## src/rtl/dma_pack_pkg.sv

```systemverilog
package dma_pack_pkg;
  localparam int LANES = 4;
  localparam int BYTE_W = 8;
  localparam int WORD_W = LANES * BYTE_W;

  typedef logic [BYTE_W-1:0] byte_t;
  typedef logic [LANES-1:0]  lane_mask_t;

  // odd parity: data plus parity bit must hold an odd number of ones
  function automatic logic odd_par_ok(byte_t d, logic p);
    return ^{d, p};
  endfunction

  // lanes 0..l set
  function automatic lane_mask_t lanes_upto(logic [1:0] l);
    case (l)
      2'd0:    return 4'b0001;
      2'd1:    return 4'b0011;
      2'd2:    return 4'b0111;
      default: return 4'b1111;
    endcase
  endfunction
endpackage

```

## src/rtl/dma_pack_fifo.sv

```systemverilog
module dma_pack_fifo #(
  parameter int W     = 62,
  parameter int DEPTH = 32
) (
  input  logic         clk,
  input  logic         rst,
  input  logic         clr,
  input  logic         push,
  input  logic [W-1:0] push_data,
  input  logic         allow,
  input  logic         take,
  output logic         full,
  output logic         empty,
  output logic         out_valid,
  output logic [W-1:0] out_data
);
  localparam int PW = $clog2(DEPTH);
  localparam int CNTW = PW + 1;

  logic [W-1:0]    mem [DEPTH];
  logic [PW-1:0]   wptr, rptr;
  logic [CNTW-1:0] cnt;
  logic            load;

  assign full  = (cnt == CNTW'(DEPTH));
  assign empty = (cnt == '0);
  assign load  = allow && !empty && (!out_valid || take);

  always_ff @(posedge clk) begin
    if (push) mem[wptr] <= push_data;
  end

  always_ff @(posedge clk) begin
    if (load) out_data <= mem[rptr];
  end

  always_ff @(posedge clk) begin
    if (rst || clr) begin
      wptr <= '0;
      rptr <= '0;
      cnt <= '0;
      out_valid <= 1'b0;
    end else begin
      if (push) wptr <= (wptr == PW'(DEPTH-1)) ? '0 : wptr + 1'b1;
      if (load) rptr <= (rptr == PW'(DEPTH-1)) ? '0 : rptr + 1'b1;
      cnt <= cnt + CNTW'(push) - CNTW'(load);
      if (load) out_valid <= 1'b1;
      else if (take) out_valid <= 1'b0;
    end
  end


  no_overflow_chk: assert property (@(posedge clk) disable iff (rst)
    push |-> (cnt < CNTW'(DEPTH)));
endmodule

```

## src/rtl/dma_byte_assembler.sv

```systemverilog
module dma_byte_assembler
  import dma_pack_pkg::*;
#(
  parameter int AW = 32,
  parameter int CW = 16
) (
  input  logic          clk,
  input  logic          rst,
  input  logic          start,
  input  logic [AW-1:0] start_addr,
  input  logic [CW-1:0] count,
  input  logic          go,
  input  logic          fifo_full,
  input  logic          in_valid,
  input  byte_t         in_data,
  input  logic          in_par,
  output logic          in_ready,
  output logic          push,
  output logic [AW-3:0] push_addr,
  output logic [31:0]   push_data,
  output logic [31:0]   lead_data,
  output lane_mask_t    lead_valid,
  output logic [31:0]   trail_data,
  output lane_mask_t    trail_valid,
  output logic          par_err,
  output logic          finished
);
  logic          active, head;
  logic [1:0]    lane;
  logic [AW-3:0] waddr;
  logic [CW-1:0] left;
  logic [31:0]   asm_w, cur;
  logic          accept, good;

  assign in_ready  = active && go && !fifo_full;
  assign accept    = in_valid && in_ready;
  assign good      = odd_par_ok(in_data, in_par);
  assign push      = accept && good && !head && (lane == 2'd3);
  assign push_addr = waddr;
  assign push_data = cur;

  always_comb begin
    cur = asm_w;
    cur[lane*8 +: 8] = in_data;
  end

  always_ff @(posedge clk) begin
    if (rst) begin
      active <= 1'b0; head <= 1'b0; lane <= '0; waddr <= '0; left <= '0;
      asm_w <= '0; lead_data <= '0; lead_valid <= '0;
      trail_data <= '0; trail_valid <= '0; par_err <= 1'b0; finished <= 1'b0;
    end else if (start) begin
      active <= (count != '0);
      finished <= (count == '0);
      head <= (start_addr[1:0] != 2'd0);
      lane <= start_addr[1:0];
      waddr <= start_addr[AW-1:2];
      left <= count;
      lead_data <= '0; lead_valid <= '0;
      trail_data <= '0; trail_valid <= '0;
      par_err <= 1'b0;
    end else if (accept) begin
      if (!good) begin
        par_err <= 1'b1;
        active <= 1'b0;
      end else begin
        lane <= lane + 2'd1;
        left <= left - 1'b1;
        if (head) begin
          lead_data[lane*8 +: 8] <= in_data;
          lead_valid[lane] <= 1'b1;
        end else begin
          asm_w[lane*8 +: 8] <= in_data;
        end
        if (lane == 2'd3) begin
          head <= 1'b0;
          waddr <= waddr + 1'b1;
        end
        if (left == CW'(1)) begin
          active <= 1'b0;
          finished <= 1'b1;
          if (!head && lane != 2'd3) begin
            trail_data <= cur & {{8{lanes_upto(lane)[3]}}, {8{lanes_upto(lane)[2]}},
                                 {8{lanes_upto(lane)[1]}}, {8{lanes_upto(lane)[0]}}};
            trail_valid <= lanes_upto(lane);
          end
        end
      end
    end
  end


  lead_frozen_chk: assert property (@(posedge clk) disable iff (rst)
    (!head && !start) |=> $stable(lead_valid));


  err_blocks_chk: assert property (@(posedge clk) disable iff (rst)
    par_err |-> !in_ready);
endmodule

```

## src/rtl/dma_wr_packer.sv

```systemverilog
module dma_wr_packer
  import dma_pack_pkg::*;
#(
  parameter int AW    = 32,
  parameter int CW    = 16,
  parameter int DEPTH = 32
) (
  input  logic          clk,
  input  logic          rst,
  input  logic [7:0]    ctrl_byte,
  input  logic          xfer_start,
  input  logic [AW-1:0] xfer_addr,
  input  logic [CW-1:0] xfer_count,
  input  logic          in_valid,
  output logic          in_ready,
  input  logic [7:0]    in_data,
  input  logic          in_par,
  output logic          mem_wr_valid,
  input  logic          mem_wr_ready,
  output logic [AW-3:0] mem_wr_addr,
  output logic [31:0]   mem_wr_data,
  output logic [31:0]   lead_data,
  output logic [3:0]    lead_valid,
  output logic [31:0]   trail_data,
  output logic [3:0]    trail_valid,
  output logic          par_err,
  output logic          done_irq
);
  localparam int LWA = AW - 2;
  localparam int EW  = LWA + WORD_W;

  logic           enable, go, ctrl_unused;
  logic           push, fifo_full, fifo_empty, finished;
  logic [LWA-1:0] push_addr;
  logic [31:0]    push_data;
  logic [EW-1:0]  out_entry;

  assign enable      = ctrl_byte[0];
  assign go          = ctrl_byte[0] && ctrl_byte[1];
  assign ctrl_unused = ^ctrl_byte[7:2];

  dma_byte_assembler #(.AW(AW), .CW(CW)) u_asm (
    .clk(clk), .rst(rst), .start(xfer_start), .start_addr(xfer_addr),
    .count(xfer_count), .go(go), .fifo_full(fifo_full),
    .in_valid(in_valid), .in_data(in_data), .in_par(in_par),
    .in_ready(in_ready), .push(push), .push_addr(push_addr),
    .push_data(push_data), .lead_data(lead_data), .lead_valid(lead_valid),
    .trail_data(trail_data), .trail_valid(trail_valid),
    .par_err(par_err), .finished(finished)
  );

  dma_pack_fifo #(.W(EW), .DEPTH(DEPTH)) u_fifo (
    .clk(clk), .rst(rst), .clr(xfer_start), .push(push),
    .push_data({push_addr, push_data}), .allow(enable),
    .take(mem_wr_valid && mem_wr_ready), .full(fifo_full),
    .empty(fifo_empty), .out_valid(mem_wr_valid), .out_data(out_entry)
  );

  assign mem_wr_addr = out_entry[EW-1:WORD_W];
  assign mem_wr_data = out_entry[WORD_W-1:0];

  always_ff @(posedge clk) begin
    if (rst || xfer_start) done_irq <= 1'b0;
    else done_irq <= finished && fifo_empty && !mem_wr_valid;
  end


  hold_under_stall_chk: assert property (@(posedge clk) disable iff (rst)
    (mem_wr_valid && !mem_wr_ready && !xfer_start) |=>
      (mem_wr_valid && $stable(mem_wr_addr) && $stable(mem_wr_data)));


  drain_stop_chk: assert property (@(posedge clk) disable iff (rst)
    (!ctrl_byte[0] && !(mem_wr_valid && !mem_wr_ready)) |=> !mem_wr_valid);


  done_quiet_chk: assert property (@(posedge clk) disable iff (rst)
    done_irq |-> (!mem_wr_valid && !in_ready));
endmodule

```

## config.mk

```make
export PLATFORM = sky130hd
export DESIGN_NAME = dma_wr_packer
export DESIGN_NICKNAME = d
export VERILOG_FILES = /design/src/rtl/dma_pack_pkg.sv /design/src/rtl/dma_pack_fifo.sv /design/src/rtl/dma_byte_assembler.sv /design/src/rtl/dma_wr_packer.sv
export SDC_FILE = /design/constraint.sdc
export NUM_CORES = 2
export LEC_CHECK = 0
export BUFFER_PORTS_ARGS = -buffer_cell sky130_fd_sc_hd__buf_2
export CAP_MARGIN = 0
export CELL_PAD_IN_SITES_DETAIL_PLACEMENT = 2
export CELL_PAD_IN_SITES_GLOBAL_PLACEMENT = 2
export CORE_UTILIZATION = 55
export CTS_BUF_LIST = sky130_fd_sc_hd__clkbuf_8
export CTS_CLUSTER_DIAMETER = 120
export DETAILED_ROUTE_END_ITERATION = 16
export PLACE_DENSITY = 0.94
export SLEW_MARGIN = 10
export SYNTH_ARGS = -nofsm -noshare
export SYNTH_HDL_FRONTEND = slang
export SYNTH_HIERARCHICAL = 1
export SYNTH_SLANG_ARGS = --single-unit
```

## constraint.sdc

```tcl
create_clock -name clk -period 23.2 [get_ports clk]
set_clock_uncertainty 0.05 [all_clocks]
set_input_delay 3.48 -clock clk [delete_from_list [all_inputs] [get_ports clk]]
set_output_delay 3.48 -clock clk [all_outputs]
set_load 0.02 [all_outputs]
```

==> results of run 1 <==
[kinds of logic after synthesis]
kind of cell    Yosys count  synth area share (%)
buf+inv                 333                  1.84
simple gates            472                  2.93
fa+ha+maj                28                 0.414
compound gates          694                  5.93
mux                     682                  13.5
flops                  2220                  75.2
xor+xnor                 14                 0.210
[Yosys cell counts (28+ instances only)]
cell type	count	area, um2
o22ai_1	62	388
nor3_1	77	385
a311oi_1	31	272
a22oi_1	62	465
nand2_1	36	135
o31ai_1	45	338
mux2i_1	285	2850
mux4_2	353	7950
a21oi_1	194	971
nor2_1	135	507
buf_2	68	340
a2111oi_2	47	706
o21ai_0	35	175
and2_1	36	225
dfxtp_1	174	3480
a22o_1	62	543
or4_1	28	210
inv_1	50	188
o221ai_1	62	543
clkbuf_1	155	582
edfxtp_1	2046	61400
nor4_1	28	175
[per-stage QoR]
stage | hold slack (ns) | worst slack (ns) | std cells | cell area, um2
2_1_floorplan | 0.387 | 11.50 | 4443 | 86400
3_3_place_gp | 0.399 | 15.20 | 6528 | 89700
==> metrics.yaml, run 1 <==
run_status:
  status: "aborted with a tool error"
  haltStage: "detailed placement"
  firstError: "[ERROR DPL-0033] detailed placement checks failed during check placement."
synthesis:
  synth_edf_count: 2046
  syn-cell-area_um2: 86400
  syn_nets: 4541
  synth_flop_cell: "edfxtp_1"
  syn_area_per_cell_um2: 19.4
  synthCells: 4443
  yosysSeqAreaShare_pct: 75.2
  ys_seq_elements: 2220
  ys_warn_count: 6
  ys_async_sr_fraction_pct: 0
  synth_cell_type_count: 69
die:
  initial_core_util_pct: 55.3
  ios: 208
  die_h_um: 398
  chipWidth_um: 398
  rows: 145
place:
  port_buffers: 201
  dpl.hpwl_um: 233000
  gp_congestion: 0.788
==> run 2: changes to the inputs <==
--- a/config.mk
+++ b/config.mk
@@ -7,13 +7,9 @@
 export LEC_CHECK = 0
 export BUFFER_PORTS_ARGS = -buffer_cell sky130_fd_sc_hd__buf_2
 export CAP_MARGIN = 0
-export CELL_PAD_IN_SITES_DETAIL_PLACEMENT = 2
-export CELL_PAD_IN_SITES_GLOBAL_PLACEMENT = 2
-export CORE_UTILIZATION = 55
-export CTS_BUF_LIST = sky130_fd_sc_hd__clkbuf_8
-export CTS_CLUSTER_DIAMETER = 120
+export CORE_UTILIZATION = 40
 export DETAILED_ROUTE_END_ITERATION = 16
-export PLACE_DENSITY = 0.94
+export PLACE_DENSITY_LB_ADDON = 0.15
 export SLEW_MARGIN = 10
 export SYNTH_ARGS = -nofsm -noshare
 export SYNTH_HDL_FRONTEND = slang
==> metrics.yaml, run 2 <==
run_status:
  status: "finished, final reports clean"
route:
  vias: 45300
  drt-total-wl_um: 237000
  wl_per_cell_um: 30.4
  detail_route.iter0.violations: 4671
  drc: 0
  drt-pass1-iter-count: 5
  antenna_left: 0
  viasPerCell: 5.82
final_layout:
  post-route-cell-area_um2: 98200
  drive_above_1_share_pct: 23.3
  largest_register_ffs: 1984
  layout_common_cells: "2,046 x edfxtp_1, 353 x mux4_2, 284 x mux2i_1"
  layout_commonest_cell: "edfxtp_1"
  fin_nets: 4840
  seqCellArea_um2: 64900
  multi_input_area_um2: 20100
  area_delta_synth_final_pct: 13.7
  largest-register: "u_fifo/mem"
  reg_top3: "u_fifo/mem x1984, u_fifo/out_data x62"
  num-fill-cells: 18200
  instances_no_fill: 7787
setup_path:
  r2r_cells: 9
  crit_path_max_incr_delay_ns: 1.12
  path_max_fanout: 35
  cp.arrival_ns: 8.55
  critPathRequiredTime_ns: 23.63
  path_class: "in2reg"
  cp-start-kind: "input pin"
  crit_chain: "buf_2 -> and2_1 -> nand4b_1 -> nor2_1 -> mux2i_2 -> buf_4 -> nor3_2 -> buf_4 -> nand2_1 -> nor3_2 -> buf_4 -> buf_4"
  end_kind: "flip-flop"
  r2r_start: "u_fifo/rptr[0]"
  r2r_slack_ns: 16.72
  cpMostUsedCell: "buf_4"
  r2r_end: "u_fifo/out_data[33]"
  cpMaxStageDelayCell: "nor3_2"
clock_tree:
  cts_setup_buffers: 0
  cts_tree: "done"
  cts_buffers: 229
  cts_root_buf: "clkbuf_16"
  cts.htree.levels: 4
  cts.repair.resized: 0
  worst_skew_pair.late_latency_ns: 0.87
  cts.path.max_buffers: 3
  path_clk_slew_ns: 0.06
  clock-sinks: 2220
  cts_hold_buf: 0
synthesis:
  synthCells: 4443
  syn_area_per_cell_um2: 19.4
  synth_cell_type_count: 69
  synth.top_cell.area_share_pct: 71.1
  yosysTopAreaCell: "edfxtp_1"
  yosysMostFrequentCell: "edfxtp_1"
  yosysSeqAreaShare_pct: 75.2
  synth_flop_cell: "edfxtp_1"
  synth_edf_count: 2046
  ys_seq_elements: 2220
  syn-cell-area_um2: 86400
  ys_warn_count: 6
  yosys-top-cells-area: "edfxtp_1 71%, mux4_2 9.2%, dfxtp_1 4.0%"
  ys_async_sr_fraction_pct: 0
  syn_nets: 4541
  netlist_top_cells_count: "2,046 x edfxtp_1, 353 x mux4_2, 285 x mux2i_1"
global_routing:
  grt_max_degree: 103
  grt-ovfl-total: 0
  grt_pass1_wl_um: 337000
  grt_pass1_vias: 45700
  grt_usage_pct: 21.7
  antenna_found_initial: 13
sta:
  setup_tns_ns: 0
  period_minus_slack_ns: 8.12
  finalCritPeriodShare_pct: 35.0
  relSlewSlack_pct: 12.2
  slew_violations: 0
  final_hold_viol_count: 0
  grt_setup_unrepaired: "false"
  worst_pin_slew_ns: 1.31
  max_freq_ghz: 0.123
  setup_ws_ns: 15.08
  setup_viol: 0
place:
  port_buffers: 201
  place_ws_ns: 14.19
  place_area_um2: 91000
  gp_congestion: 0.772
  dpl.hpwl_um: 128000
  placedCellCount: 7349
hold_path:
  worstHoldPathType: "reg2reg"
  min_to: "u_asm/trail_valid[2]"
  hp-start: "u_asm/trail_valid[2]"
  whs_path_depth: 2
pwr:
  p_leak_nw: 29.5
  peakVddDrop_mv: 0.0826
  powerDensity_nw_per_um2: 88.5
die:
  chipWidth_um: 467
  rows: 170
  die_h_um: 467
  core_um2: 215000
  ios: 208
  dieArea_um2: 218000
  initial_core_util_pct: 40.2
job:
  maxCapViolations: 0
## run 2: cell counts after synthesis
Identical to the previous run, type by type.
## run 2: how the worst max path moves through the flow
stage,start,end,slack [ns],cells after the start
finish,ctrl_byte[0],u_fifo/mem[6][37],15.08,12
global route,ctrl_byte[0],u_fifo/mem[6][37],14.90,12
CTS,ctrl_byte[0],u_fifo/mem[6][18],15.12,12
detailed placement,ctrl_byte[0],u_fifo/mem[6][29],14.19,12
global placement,in_data[0],u_fifo/mem[6][29],14.24,12
floorplan,in_data[3],u_fifo/mem[3][0],11.50,7
## run 2: through the flow
step / total power, mW / hold WS [ns] / utilization, %
floorplan: 5.03 / 0.387 / -
global placement: 5.23 / 0.398 / 42.4
detailed placement: 5.23 / 0.405 / 42.4
CTS: 8.79 / 0.420 / 45.7
global route: 8.98 / 0.439 / 45.7
finish: 8.69 / 0.419 / 45.8
## run 2: worst max-delay path: cells and delay by family
family,cells,cell delay [ns]
simple gates,6,2.89
buf+inv,5,1.93
mux,1,0.10
## run 2: kinds of logic after synthesis
group	share of synthesized area (%)
buffers and inverters	1.84
multiplexers	13.5
AO/OA/AOI/OAI	5.93
AND/OR/NAND/NOR	2.93
adder cells (fa/ha/maj)	0.414
XOR/XNOR	0.210
flip-flops	75.2
## run 2: area by class of cell
class,instances,share of cell area (%)
Antenna cell,9,0.0229
Clock buffer,298,6.21
Clock inverter,131,1.12
Inverter,50,0.194
Multi-Input combinational cell,1890,20.5
Sequential cell,2220,66.1
Tap cell,2838,3.62
Timing Repair Buffer,351,2.21
## run 2: routing by layer
| metal | part of all wire (%) | global-route usage (%) |
|---|---|---|
| met3 | 6.1 | 3.58 |
| met1 | 45 | 31.4 |
| met5 | 0.022 | 0 |
| met2 | 48 | 34.5 |
| met4 | 1.6 | 4.33 |
## run 2: where the power goes
group	switching, mW	total, mW	leakage (nW)	internal (mW)
logic	0.418	0.670	7.07	0.252
clock network	1.53	3.56	3.52	2.02
registers	0.0376	4.46	18.9	4.42
total	1.99	8.69	29.5	6.70
(Power assumes the default switching activity.)
